===== config.mk =====
export PLATFORM = sky130hd
export DESIGN_NAME = prio_irq_arbiter
export DESIGN_NICKNAME = d
export VERILOG_FILES = /design/src/rtl/irqArbPkg.sv /design/src/rtl/irq_arb_pick.sv /design/src/rtl/irq_arb_dp.sv /design/src/rtl/irq_arb_ctl.sv /design/src/rtl/prio_irq_arbiter.sv
export SDC_FILE = /design/constraint.sdc
export NUM_CORES = 1
export LEC_CHECK = 0
export BUFFER_PORTS_ARGS = -buffer_cell sky130_fd_sc_hd__buf_4
export CAP_MARGIN = 40
export CORE_UTILIZATION = 30
export CTS_BUF_LIST = sky130_fd_sc_hd__clkbuf_2
export DETAILED_ROUTE_END_ITERATION = 10
export GPL_TIMING_DRIVEN = 0
export SLEW_MARGIN = 15
export SYNTH_ARGS = -nofsm -noshare
export SYNTH_HDL_FRONTEND = slang
export SYNTH_SLANG_ARGS = --single-unit

===== constraint.sdc =====
create_clock -name clk -period 1.63 [get_ports clk]
set_input_delay 0.326 -clock clk [delete_from_list [all_inputs] [get_ports clk]]
set_output_delay 0.326 -clock clk [all_outputs]
set_load 0.02 [all_outputs]

===== src/rtl/irqArbPkg.sv =====
package irqArbPkg;
  localparam int LVL_LO = 0;
  localparam int LVL_HI = 1;

  // control-to-datapath strobes
  typedef struct packed {
    logic issue;   // latch winner as the outgoing call
    logic accept;  // core took the call: mark granted level in service
    logic retire;  // handler returned: drop the top in-service level
  } ctlStrobe_t;
endpackage


===== src/rtl/irq_arb_pick.sv =====
module irq_arb_pick #(
  parameter int N = 8,
  parameter int VW = (N > 1) ? $clog2(N) : 1
) (
  input  logic [N-1:0]  reqs,
  output logic          hit,
  output logic [VW-1:0] idx
);
  // lowest set index wins
  always_comb begin
    hit = 1'b0;
    idx = '0;
    for (int i = N - 1; i >= 0; i--) begin
      if (reqs[i]) begin
        hit = 1'b1;
        idx = VW'(i);
      end
    end
  end
endmodule


===== src/rtl/irq_arb_dp.sv =====
module irq_arb_dp
  import irqArbPkg::*;
#(
  parameter int N = 8,
  parameter int VW = (N > 1) ? $clog2(N) : 1
) (
  input  logic          clk,
  input  logic          rst_n,
  input  logic [N-1:0]  pendIn,
  input  logic [N-1:0]  enableIn,
  input  logic [N-1:0]  prioIn,
  input  ctlStrobe_t    strb,
  output logic          winValid,
  output logic [VW-1:0] callVec,
  output logic          inSvcHi,
  output logic          inSvcLo,
  output logic          grantHi
);
  logic [1:0][N-1:0]  lvlReq;
  logic [1:0]         lvlHit;
  logic [1:0][VW-1:0] lvlIdx;
  logic               hiOk, loOk, winHi;
  logic [VW-1:0]      winIdx;

  // one-cycle detection: capture enabled requests split by level
  always_ff @(posedge clk) begin
    if (!rst_n) begin
      lvlReq <= '0;
    end else begin
      lvlReq[LVL_HI] <= pendIn & enableIn & prioIn;
      lvlReq[LVL_LO] <= pendIn & enableIn & ~prioIn;
    end
  end

  for (genvar g = 0; g < 2; g++) begin : g_lvl
    irq_arb_pick #(.N(N), .VW(VW)) u_pick (
      .reqs(lvlReq[g]),
      .hit (lvlHit[g]),
      .idx (lvlIdx[g])
    );
  end

  // nesting rules: high handler blocks all, low handler blocks low
  assign hiOk     = !inSvcHi;
  assign loOk     = !inSvcHi && !inSvcLo;
  assign winHi    = lvlHit[LVL_HI] && hiOk;
  assign winValid = winHi || (lvlHit[LVL_LO] && loOk);
  assign winIdx   = winHi ? lvlIdx[LVL_HI] : lvlIdx[LVL_LO];

  always_ff @(posedge clk) begin
    if (!rst_n) begin
      callVec <= '0;
      grantHi <= 1'b0;
      inSvcHi <= 1'b0;
      inSvcLo <= 1'b0;
    end else begin
      if (strb.issue) begin
        callVec <= winIdx;
        grantHi <= winHi;
      end
      if (strb.retire) begin
        if (inSvcHi) inSvcHi <= 1'b0;
        else         inSvcLo <= 1'b0;
      end
      if (strb.accept) begin
        if (grantHi) inSvcHi <= 1'b1;
        else         inSvcLo <= 1'b1;
      end
    end
  end
endmodule


===== src/rtl/irq_arb_ctl.sv =====
module irq_arb_ctl
  import irqArbPkg::*;
(
  input  logic       clk,
  input  logic       rst_n,
  input  logic       globalEn,
  input  logic       instrDone,
  input  logic       stall,
  input  logic       retPulse,
  input  logic       callAck,
  input  logic       winValid,
  output ctlStrobe_t strb,
  output logic       callReq
);
  logic holdQ;  // set by a return, cleared by the next completed instruction

  assign strb.issue  = !callReq && instrDone && globalEn && !stall &&
                       !holdQ && !retPulse && winValid;
  assign strb.accept = callReq && callAck;
  assign strb.retire = retPulse;

  always_ff @(posedge clk) begin
    if (!rst_n) begin
      holdQ   <= 1'b0;
      callReq <= 1'b0;
    end else begin
      if (retPulse)       holdQ <= 1'b1;
      else if (instrDone) holdQ <= 1'b0;

      if (strb.issue)       callReq <= 1'b1;
      else if (strb.accept) callReq <= 1'b0;
    end
  end
endmodule


===== src/rtl/prio_irq_arbiter.sv =====
module prio_irq_arbiter
  import irqArbPkg::*;
#(
  parameter int N = 8,
  parameter int VW = (N > 1) ? $clog2(N) : 1
) (
  input  logic          clk,
  input  logic          rst_n,
  input  logic [N-1:0]  pendIn,
  input  logic [N-1:0]  enableIn,
  input  logic [N-1:0]  prioIn,
  input  logic          globalEn,
  input  logic          instrDone,
  input  logic          stall,
  input  logic          retPulse,
  input  logic          callAck,
  output logic          callReq,
  output logic [VW-1:0] callVec
);
  ctlStrobe_t strb;
  logic       winValid, inSvcHi, inSvcLo, grantHi;

  irq_arb_dp #(.N(N), .VW(VW)) u_dp (
    .clk(clk), .rst_n(rst_n), .pendIn(pendIn), .enableIn(enableIn),
    .prioIn(prioIn), .strb(strb), .winValid(winValid), .callVec(callVec),
    .inSvcHi(inSvcHi), .inSvcLo(inSvcLo), .grantHi(grantHi)
  );

  irq_arb_ctl u_ctl (
    .clk(clk), .rst_n(rst_n), .globalEn(globalEn), .instrDone(instrDone),
    .stall(stall), .retPulse(retPulse), .callAck(callAck),
    .winValid(winValid), .strb(strb), .callReq(callReq)
  );
endmodule


==> impl_metrics.xml, run 1 <==
<?xml version="1.0" encoding="UTF-8"?>
<metrics>
  <group name="logic_synthesis">
    <metric name="synth.most_common_cell" unit="">sky130_fd_sc_hd__dfxtp_1</metric>
    <metric name="synth_seq_area_share" unit="">0.4615</metric>
    <metric name="synth-edff-count" unit="">0</metric>
    <metric name="post_synth_inst_count" unit="">117</metric>
    <metric name="synth.top_cells.by_count" unit="">sky130_fd_sc_hd__dfxtp_1 (24), sky130_fd_sc_hd__nor2_1 (23), sky130_fd_sc_hd__inv_1 (13)</metric>
    <metric name="synth_cell_area" unit="um^2">1041</metric>
    <metric name="proportion_of_netlist_area_held_by_the_largest_area_contributor" unit="">0.4615</metric>
    <metric name="yosys.cell_types.count" unit="">34</metric>
    <metric name="synth-xor-area-share" unit="">0</metric>
    <metric name="synth_simple_gate_area_frac" unit="">0.2596</metric>
    <metric name="ys.warnings.count" unit="">0</metric>
    <metric name="main_combinational_cell_family_by_area_after_synthesis" unit="">simple AND/OR/NAND/NOR gates</metric>
    <metric name="synth_top_area_cell" unit="">sky130_fd_sc_hd__dfxtp_1</metric>
    <metric name="compound_cell_area_share_of_the_yosys_netlist" unit="">0.2248</metric>
    <metric name="asyncSetResetFlopFracSynth" unit="">0</metric>
    <metric name="synthFlopType" unit="">sky130_fd_sc_hd__dfxtp_1</metric>
    <metric name="synth.mux.area_fraction" unit="">0</metric>
    <metric name="synth_area_leaders" unit="">sky130_fd_sc_hd__dfxtp_1 (46%), sky130_fd_sc_hd__nor2_1 (8.3%), sky130_fd_sc_hd__inv_1 (4.7%)</metric>
    <metric name="mappedNetlistNets" unit="">148</metric>
    <metric name="avg_inst_size_synth" unit="um^2">8.897</metric>
    <metric name="synth.ff_latch_count" unit="">24</metric>
    <metric name="synth_fa_ha_area_frac" unit="">0</metric>
  </group>
  <group name="final_layout">
    <metric name="insertedDiodeCount" unit="">0</metric>
    <metric name="synthesis_to_layout_area_growth" unit="%">32.69</metric>
    <metric name="num-fill-cells" unit="">339</metric>
    <metric name="layoutNonFillerInstCount" unit="">200</metric>
    <metric name="post_route_cells_drive_above_1_share" unit="">0.3052</metric>
    <metric name="nets" unit="">187</metric>
    <metric name="final_core_util" unit="">0.4139</metric>
    <metric name="post-route-cell-area" unit="um^2">1381</metric>
  </group>
  <group name="detailed_routing">
    <metric name="drt_iter0_markers" unit="">47</metric>
    <metric name="avgViaCountPerCell" unit="">4.700</metric>
    <metric name="drt-pass1-iter-count" unit="">4</metric>
    <metric name="routed-via-count" unit="">940</metric>
    <metric name="wl_per_cell" unit="um">11.45</metric>
    <metric name="antenna_left" unit="">0</metric>
    <metric name="finalWirelength" unit="um">2289</metric>
    <metric name="post-route-drc-count" unit="">0</metric>
  </group>
  <group name="floorplan">
    <metric name="coreArea" unit="um^2">3337</metric>
    <metric name="die_width" unit="um">60.91</metric>
    <metric name="floorplan.die_area" unit="um^2">3709</metric>
    <metric name="ios" unit="">35</metric>
    <metric name="start_util" unit="">0.3120</metric>
    <metric name="core.rowCount" unit="">21</metric>
    <metric name="die_h" unit="um">60.91</metric>
  </group>
  <group name="clocking">
    <metric name="clkTransAtPathRegs" unit="ns">0.22</metric>
    <metric name="cts_htree_levels" unit="">1</metric>
    <metric name="clock_tree_from_tritoncts" unit="">yes</metric>
    <metric name="worst_skew_pair_later_pin_latency" unit="ns">0.33</metric>
    <metric name="postCtsHoldBufs" unit="">0</metric>
    <metric name="cts.path.max_buffers" unit="">2</metric>
    <metric name="clock_tree.root_cell" unit="">sky130_fd_sc_hd__clkbuf_2</metric>
    <metric name="cts_post_setup_buffers_inserted" unit="">0</metric>
    <metric name="cts_resized" unit="">0</metric>
    <metric name="numCtsBuffers" unit="">3</metric>
    <metric name="clock_sink_count" unit="">24</metric>
  </group>
  <group name="pwr">
    <metric name="power_frac_comb" unit="">0.167</metric>
    <metric name="net_switching_power" unit="uW">252.3</metric>
    <metric name="power.sequential.fraction" unit="">0.618</metric>
    <metric name="switching_share" unit="">0.2517</metric>
    <metric name="intPower" unit="uW">750.2</metric>
    <metric name="pwr-share-clk" unit="">0.215</metric>
    <metric name="power.leakage" unit="uW">0.0005912</metric>
    <metric name="irDropWorstVdd" unit="V">0.0002635</metric>
    <metric name="cellPowerDensity" unit="nW/um^2">725.8</metric>
  </group>
  <group name="grt">
    <metric name="grt_pass1_wl" unit="um">3760</metric>
    <metric name="first_global_vias" unit="">857</metric>
    <metric name="grt_antenna_before_repair" unit="">0</metric>
    <metric name="grt_start_max_net_pins" unit="">13</metric>
    <metric name="gr-total-overflow" unit="">0</metric>
    <metric name="global_route_usage_sum" unit="">0.1380</metric>
  </group>
  <group name="timing">
    <metric name="maxSlewHeadroom" unit="">0.7426</metric>
    <metric name="final.setup.tns" unit="ns">0</metric>
    <metric name="layout_min_cycle_time" unit="ns">1.549</metric>
    <metric name="fmax" unit="MHz">645.4</metric>
    <metric name="setup-violations-final" unit="">0</metric>
    <metric name="report.final.hold_viol_count" unit="">0</metric>
    <metric name="maxSlewViolCount" unit="">0</metric>
    <metric name="finalCritPeriodShare" unit="">0.9505</metric>
    <metric name="max_slew.worst_pin.slew" unit="ns">0.3831</metric>
    <metric name="setup_ws" unit="ns">0.08066</metric>
    <metric name="grt_setup_unrepaired" unit="">no</metric>
    <metric name="skew" unit="ns">0.02324</metric>
  </group>
  <group name="placed_design">
    <metric name="place.port_buffers" unit="">34</metric>
    <metric name="numPlacedInstances" unit="">197</metric>
    <metric name="detailedPlacementHpwl" unit="um">1805</metric>
    <metric name="globalplace.congestion" unit="">0.7954</metric>
    <metric name="dpl-instance-area" unit="um^2">1354</metric>
    <metric name="post-place-ws" unit="ns">0.08724</metric>
  </group>
  <group name="run">
    <metric name="max-cap-violations" unit="">0</metric>
  </group>
  <group name="setup_path">
    <metric name="worst_ep_required_time" unit="ns">1.93</metric>
    <metric name="worstPathMaxFanout" unit="">5</metric>
    <metric name="arrival" unit="ns">1.85</metric>
    <metric name="crit_type" unit="">register to register</metric>
    <metric name="worstSetupEndpointType" unit="">register</metric>
    <metric name="cp-start-kind" unit="">register</metric>
  </group>
  <group name="hold_path">
    <metric name="min-delay-path-class" unit="">input port to register</metric>
  </group>
  <group name="status">
    <metric name="run_status" unit="">completed</metric>
  </group>
</metrics>
## cell type report
type                            count  area (um^2)  share of cell area
Sequential cell                    24        480.5              0.3478
Timing Repair Buffer               34        255.2              0.1848
Buffer                              1        7.507            0.005435
Tap cell                           46        57.56             0.04167
Clock buffer                        3        15.01             0.01087
Multi-Input combinational cell     79        516.7              0.3741
Inverter                           13        48.80             0.03533
## per-stage QoR
step / power (uW) / hold slack, ns
floorplan: 713.9 / 0.3984
CTS: 1009 / 0.1090
global placement: 790.8 / 0.4663
finish: 1003 / 0.1124
global route: 1055 / 0.09750
detailed placement: 796.4 / 0.4860
## placed cells by master (no fill, tap or decap), types with 3 or more instances in the layout
master,synthesis,final
sky130_fd_sc_hd__a21boi_0,4,4
sky130_fd_sc_hd__a21oi_1,3,3
sky130_fd_sc_hd__buf_4,1,35
sky130_fd_sc_hd__clkbuf_2,0,3
sky130_fd_sc_hd__dfxtp_1,24,24
sky130_fd_sc_hd__inv_1,13,13
sky130_fd_sc_hd__nand3_1,8,8
sky130_fd_sc_hd__nor2_1,23,23
sky130_fd_sc_hd__o211ai_1,3,3
sky130_fd_sc_hd__o21ai_0,6,6
## sequential cells by signal, indices dropped and copies added, names as in the netlist
| name | count |
|---|---|
| u_ctl.holdQ | 1 |
| u_ctl.callReq | 1 |
| u_dp.callVec | 3 |
| u_dp.lvlReq | 16 |
| u_dp.inSvcHi | 1 |
| u_dp.grantHi | 1 |
| u_dp.inSvcLo | 1 |
## final timing paths
check | from | endpoint | slack (ns) | depth (start not counted)
worst min-delay path | prioIn[6] | u_dp.lvlReq[6] | 0.11 | 2
worst max-delay path | u_dp.lvlReq[14] | u_dp.callVec[1] | 0.08 | 4
worst max register to register | u_dp.lvlReq[14] | u_dp.callVec[1] | 0.08 | 4
worst min register to register | u_ctl.holdQ | u_ctl.holdQ | 0.51 | 2
## cells by family after synthesis
group	count (synthesis)
AO/OA/AOI/OAI	30
AND/OR/NAND/NOR	49
buffers and inverters	14
flip-flops	24
## worst max-delay path, cell delays in order, from the launching register on
cell and delay, ns:
sky130_fd_sc_hd__dfxtp_1 0.39, sky130_fd_sc_hd__nor4_4 0.43, sky130_fd_sc_hd__a21oi_2 0.16, sky130_fd_sc_hd__a2111oi_4 0.34, sky130_fd_sc_hd__o311a_1 0.20
## power by group through the flow
stage | clock network, uW | logic, uW | registers (uW)
final | 216 | 167 | 620
after global placement | 0 | 161 | 630
after global routing | 246 | 187 | 623
after floorplan | 0 | 83.8 | 630
after detailed placement | 0 | 166 | 631
after CTS | 224 | 166 | 619
## layer usage
| metal | global-route usage | vias to the layer above | part of all wire |
|---|---|---|---|
| met5 | 0 | - | 0 |
| met2 | 0.2386 | 28 | 0.48 |
| met1 | 0.1714 | 427 | 0.46 |
| met3 | 0.03198 | 2 | 0.050 |
| li1 | - | 483 | - |
| met4 | 0.03896 | 0 | 0.0083 |
Note: power is estimated with default switching activity, not from simulation.
==> run 2: changes to the inputs <==
GPL_TIMING_DRIVEN = default   (was 0)
==> run 2 against run 1 <==
Register-to-register slack barely moved. Final area rose by 2.3%. Non-clock buffer count did not move. Power rose by 17%. Routed wire length fell by 0.66%. Largest power group unchanged.
==> impl_metrics.xml, run 2 (same netlist as run 1, synthesis figures left out) <==
<?xml version="1.0" encoding="UTF-8"?>
<metrics>
  <group name="timing">
    <metric name="layout_min_cycle_time" unit="ns">1.550</metric>
    <metric name="finalCritPeriodShare" unit="">0.9512</metric>
    <metric name="grt_setup_unrepaired" unit="">no</metric>
    <metric name="hold_slack" unit="ns">0.1117</metric>
    <metric name="fmax" unit="MHz">645.0</metric>
    <metric name="setup-violations-final" unit="">0</metric>
    <metric name="max_slew.worst_pin.slew" unit="ns">0.3802</metric>
    <metric name="setup_ws" unit="ns">0.07957</metric>
    <metric name="maxSlewHeadroom" unit="">0.7446</metric>
    <metric name="maxSlewViolCount" unit="">0</metric>
    <metric name="final.setup.tns" unit="ns">0</metric>
    <metric name="skew" unit="ns">0.002685</metric>
    <metric name="report.final.hold_viol_count" unit="">0</metric>
  </group>
  <group name="setup_path">
    <metric name="worst_setup_path_startpoint" unit="">u_dp.lvlReq[8]</metric>
    <metric name="crit_path_max_incr_delay" unit="ns">0.43</metric>
    <metric name="arrival" unit="ns">1.86</metric>
    <metric name="worst_path_dominant_cell_family" unit="">compound AO/OA/AOI/OAI gates</metric>
    <metric name="ff2ff_path_depth" unit="">4</metric>
    <metric name="critical_path_cell_list" unit="">nor4_4 -&gt; a21oi_2 -&gt; a2111oi_4 -&gt; o311a_1</metric>
    <metric name="worst_ep_required_time" unit="ns">1.94</metric>
    <metric name="standard_cell_with_the_maximum_stage_delay_on_the_critical_path" unit="">sky130_fd_sc_hd__nor4_4</metric>
    <metric name="path_buf_inv" unit="">0</metric>
    <metric name="worstSetupEndpointType" unit="">register</metric>
    <metric name="cp-start-kind" unit="">register</metric>
    <metric name="worstPathMaxFanout" unit="">5</metric>
    <metric name="regToRegEndpoint" unit="">u_dp.callVec[1]</metric>
    <metric name="critical_path.reg2reg.startpoint" unit="">u_dp.lvlReq[8]</metric>
    <metric name="crit_type" unit="">register to register</metric>
    <metric name="reg2reg_setup_slack" unit="ns">0.08</metric>
    <metric name="worst-path-stages" unit="">4</metric>
    <metric name="setup.worst_path.end" unit="">u_dp.callVec[1]</metric>
  </group>
  <group name="final_layout">
    <metric name="insertedDiodeCount" unit="">0</metric>
    <metric name="final_common_cell" unit="">sky130_fd_sc_hd__buf_4</metric>
    <metric name="largest_register_ff_count" unit="">16</metric>
    <metric name="largestRegisters" unit="">u_dp.lvlReq: 16 flops, u_dp.callVec: 3 flops</metric>
    <metric name="post_route_cells_drive_above_1_share" unit="">0.3161</metric>
    <metric name="post-route-cell-area" unit="um^2">1413</metric>
    <metric name="nets" unit="">187</metric>
    <metric name="mostFrequentLayoutCells" unit="">sky130_fd_sc_hd__buf_4 (35), sky130_fd_sc_hd__nor2_1 (23), sky130_fd_sc_hd__dfxtp_1 (23), sky130_fd_sc_hd__inv_1 (13), sky130_fd_sc_hd__nand3_1 (8)</metric>
    <metric name="register_name_with_the_most_flops" unit="">u_dp.lvlReq</metric>
    <metric name="synthesis_to_layout_area_growth" unit="%">35.70</metric>
  </group>
  <group name="detailed_routing">
    <metric name="finalWirelength" unit="um">2274</metric>
    <metric name="antenna_left" unit="">0</metric>
    <metric name="avgViaCountPerCell" unit="">4.731</metric>
    <metric name="routed-via-count" unit="">951</metric>
    <metric name="drt-pass1-iter-count" unit="">6</metric>
    <metric name="wl_per_cell" unit="um">11.31</metric>
    <metric name="drt_iter0_markers" unit="">64</metric>
    <metric name="post-route-drc-count" unit="">0</metric>
  </group>
  <group name="floorplan">
    <metric name="ios" unit="">35</metric>
    <metric name="die_width" unit="um">60.91</metric>
    <metric name="coreArea" unit="um^2">3337</metric>
    <metric name="floorplan.die_area" unit="um^2">3709</metric>
    <metric name="core.rowCount" unit="">21</metric>
    <metric name="start_util" unit="">0.3120</metric>
    <metric name="die_h" unit="um">60.91</metric>
  </group>
  <group name="grt">
    <metric name="first_global_vias" unit="">895</metric>
    <metric name="grt_util_met1" unit="">0.1680</metric>
    <metric name="grt_util_met3" unit="">0.04478</metric>
    <metric name="global_route_usage_sum" unit="">0.1385</metric>
    <metric name="grt_pass1_wl" unit="um">3781</metric>
    <metric name="grtUsageMet2" unit="">0.2308</metric>
    <metric name="busiest_layer" unit="">met2</metric>
    <metric name="grt_start_max_net_pins" unit="">17</metric>
    <metric name="grt_antenna_before_repair" unit="">0</metric>
    <metric name="gr-total-overflow" unit="">0</metric>
  </group>
  <group name="placed_design">
    <metric name="place.port_buffers" unit="">34</metric>
    <metric name="detailedPlacementHpwl" unit="um">1796</metric>
    <metric name="dpl-instance-area" unit="um^2">1354</metric>
    <metric name="post-place-ws" unit="ns">0.09354</metric>
    <metric name="globalplace.congestion" unit="">0.8336</metric>
  </group>
  <group name="clocking">
    <metric name="clock_tree_from_tritoncts" unit="">yes</metric>
    <metric name="worst_skew_pair_later_pin_latency" unit="ns">0.34</metric>
    <metric name="clock_tree.root_cell" unit="">sky130_fd_sc_hd__clkbuf_2</metric>
    <metric name="clock_sink_count" unit="">24</metric>
    <metric name="clkTransAtPathRegs" unit="ns">0.22</metric>
    <metric name="cts.path.max_buffers" unit="">2</metric>
    <metric name="cts_htree_levels" unit="">1</metric>
    <metric name="numCtsBuffers" unit="">3</metric>
    <metric name="cts_post_setup_buffers_inserted" unit="">0</metric>
  </group>
  <group name="status">
    <metric name="run_status" unit="">completed</metric>
  </group>
  <group name="pwr">
    <metric name="cellPowerDensity" unit="nW/um^2">831.8</metric>
    <metric name="irDropWorstVdd" unit="V">0.0003797</metric>
    <metric name="power.leakage" unit="uW">0.0006055</metric>
  </group>
  <group name="run">
    <metric name="max-cap-violations" unit="">0</metric>
  </group>
  <group name="hold_path">
    <metric name="hold_path.startpoint" unit="">prioIn[3]</metric>
    <metric name="min-delay-path-class" unit="">input port to register</metric>
    <metric name="worstHoldPathCells" unit="">2</metric>
  </group>
</metrics>
## run 2: changes by cell type in the layout (fill, tap and decap cells not counted)
cell	previous run	this run
sky130_fd_sc_hd__dfxtp_1	24	23
sky130_fd_sc_hd__dfxtp_2	0	1
sky130_fd_sc_hd__bufinv_16	0	1
## run 2: worst min-delay path by stage
stage                     end  slack, ns
3_5_place_dp   u_dp.lvlReq[3]       0.49
6_report       u_dp.lvlReq[3]       0.11
3_3_place_gp      u_ctl.holdQ       0.48
2_1_floorplan  u_dp.lvlReq[0]       0.40
5_1_grt        u_dp.lvlReq[3]       0.06
4_1_cts        u_dp.lvlReq[3]        0.1
## run 2: cell type report
cell class	instances	area, um^2
Sequential cell	24	481.7
Clock buffer	3	15.01
Clock inverter	1	30.03
Multi-Input combinational cell	79	516.7
Inverter	13	48.80
Timing Repair Buffer	35	262.8
Tap cell	46	57.56
Fill cell	343	1924
## run 2: through the flow
stage | total power [uW] | instances | util
after floorplan | 713.9 | 117 | -
after global placement | 793.3 | 197 | 0.4057
after detailed placement | 796.2 | 197 | 0.4057
after CTS | 1182 | 201 | 0.4192
after global routing | 1235 | 201 | 0.4233
final | 1175 | 201 | 0.4233
## run 2: per-layer routing
metal	part of all wire	routed length, um	vias up
met1	0.44	997	429
met5	0	0	-
met3	0.071	161	2
met2	0.48	1098	32
met4	0.0075	17	0
li1	-	-	488
## run 2: report_power, final
group          total [uW]  switching [uW]  internal [uW]  leakage (uW)
registers             619            15.7            604      0.000196
logic                 168            70.5           97.6      0.000383
clock network         388             176            211     0.0000266
## run 2: timing repair
item,in CTS,in global routing
resized for setup,0,3
setup endpoints to repair,0,3
hold buffers,0,0
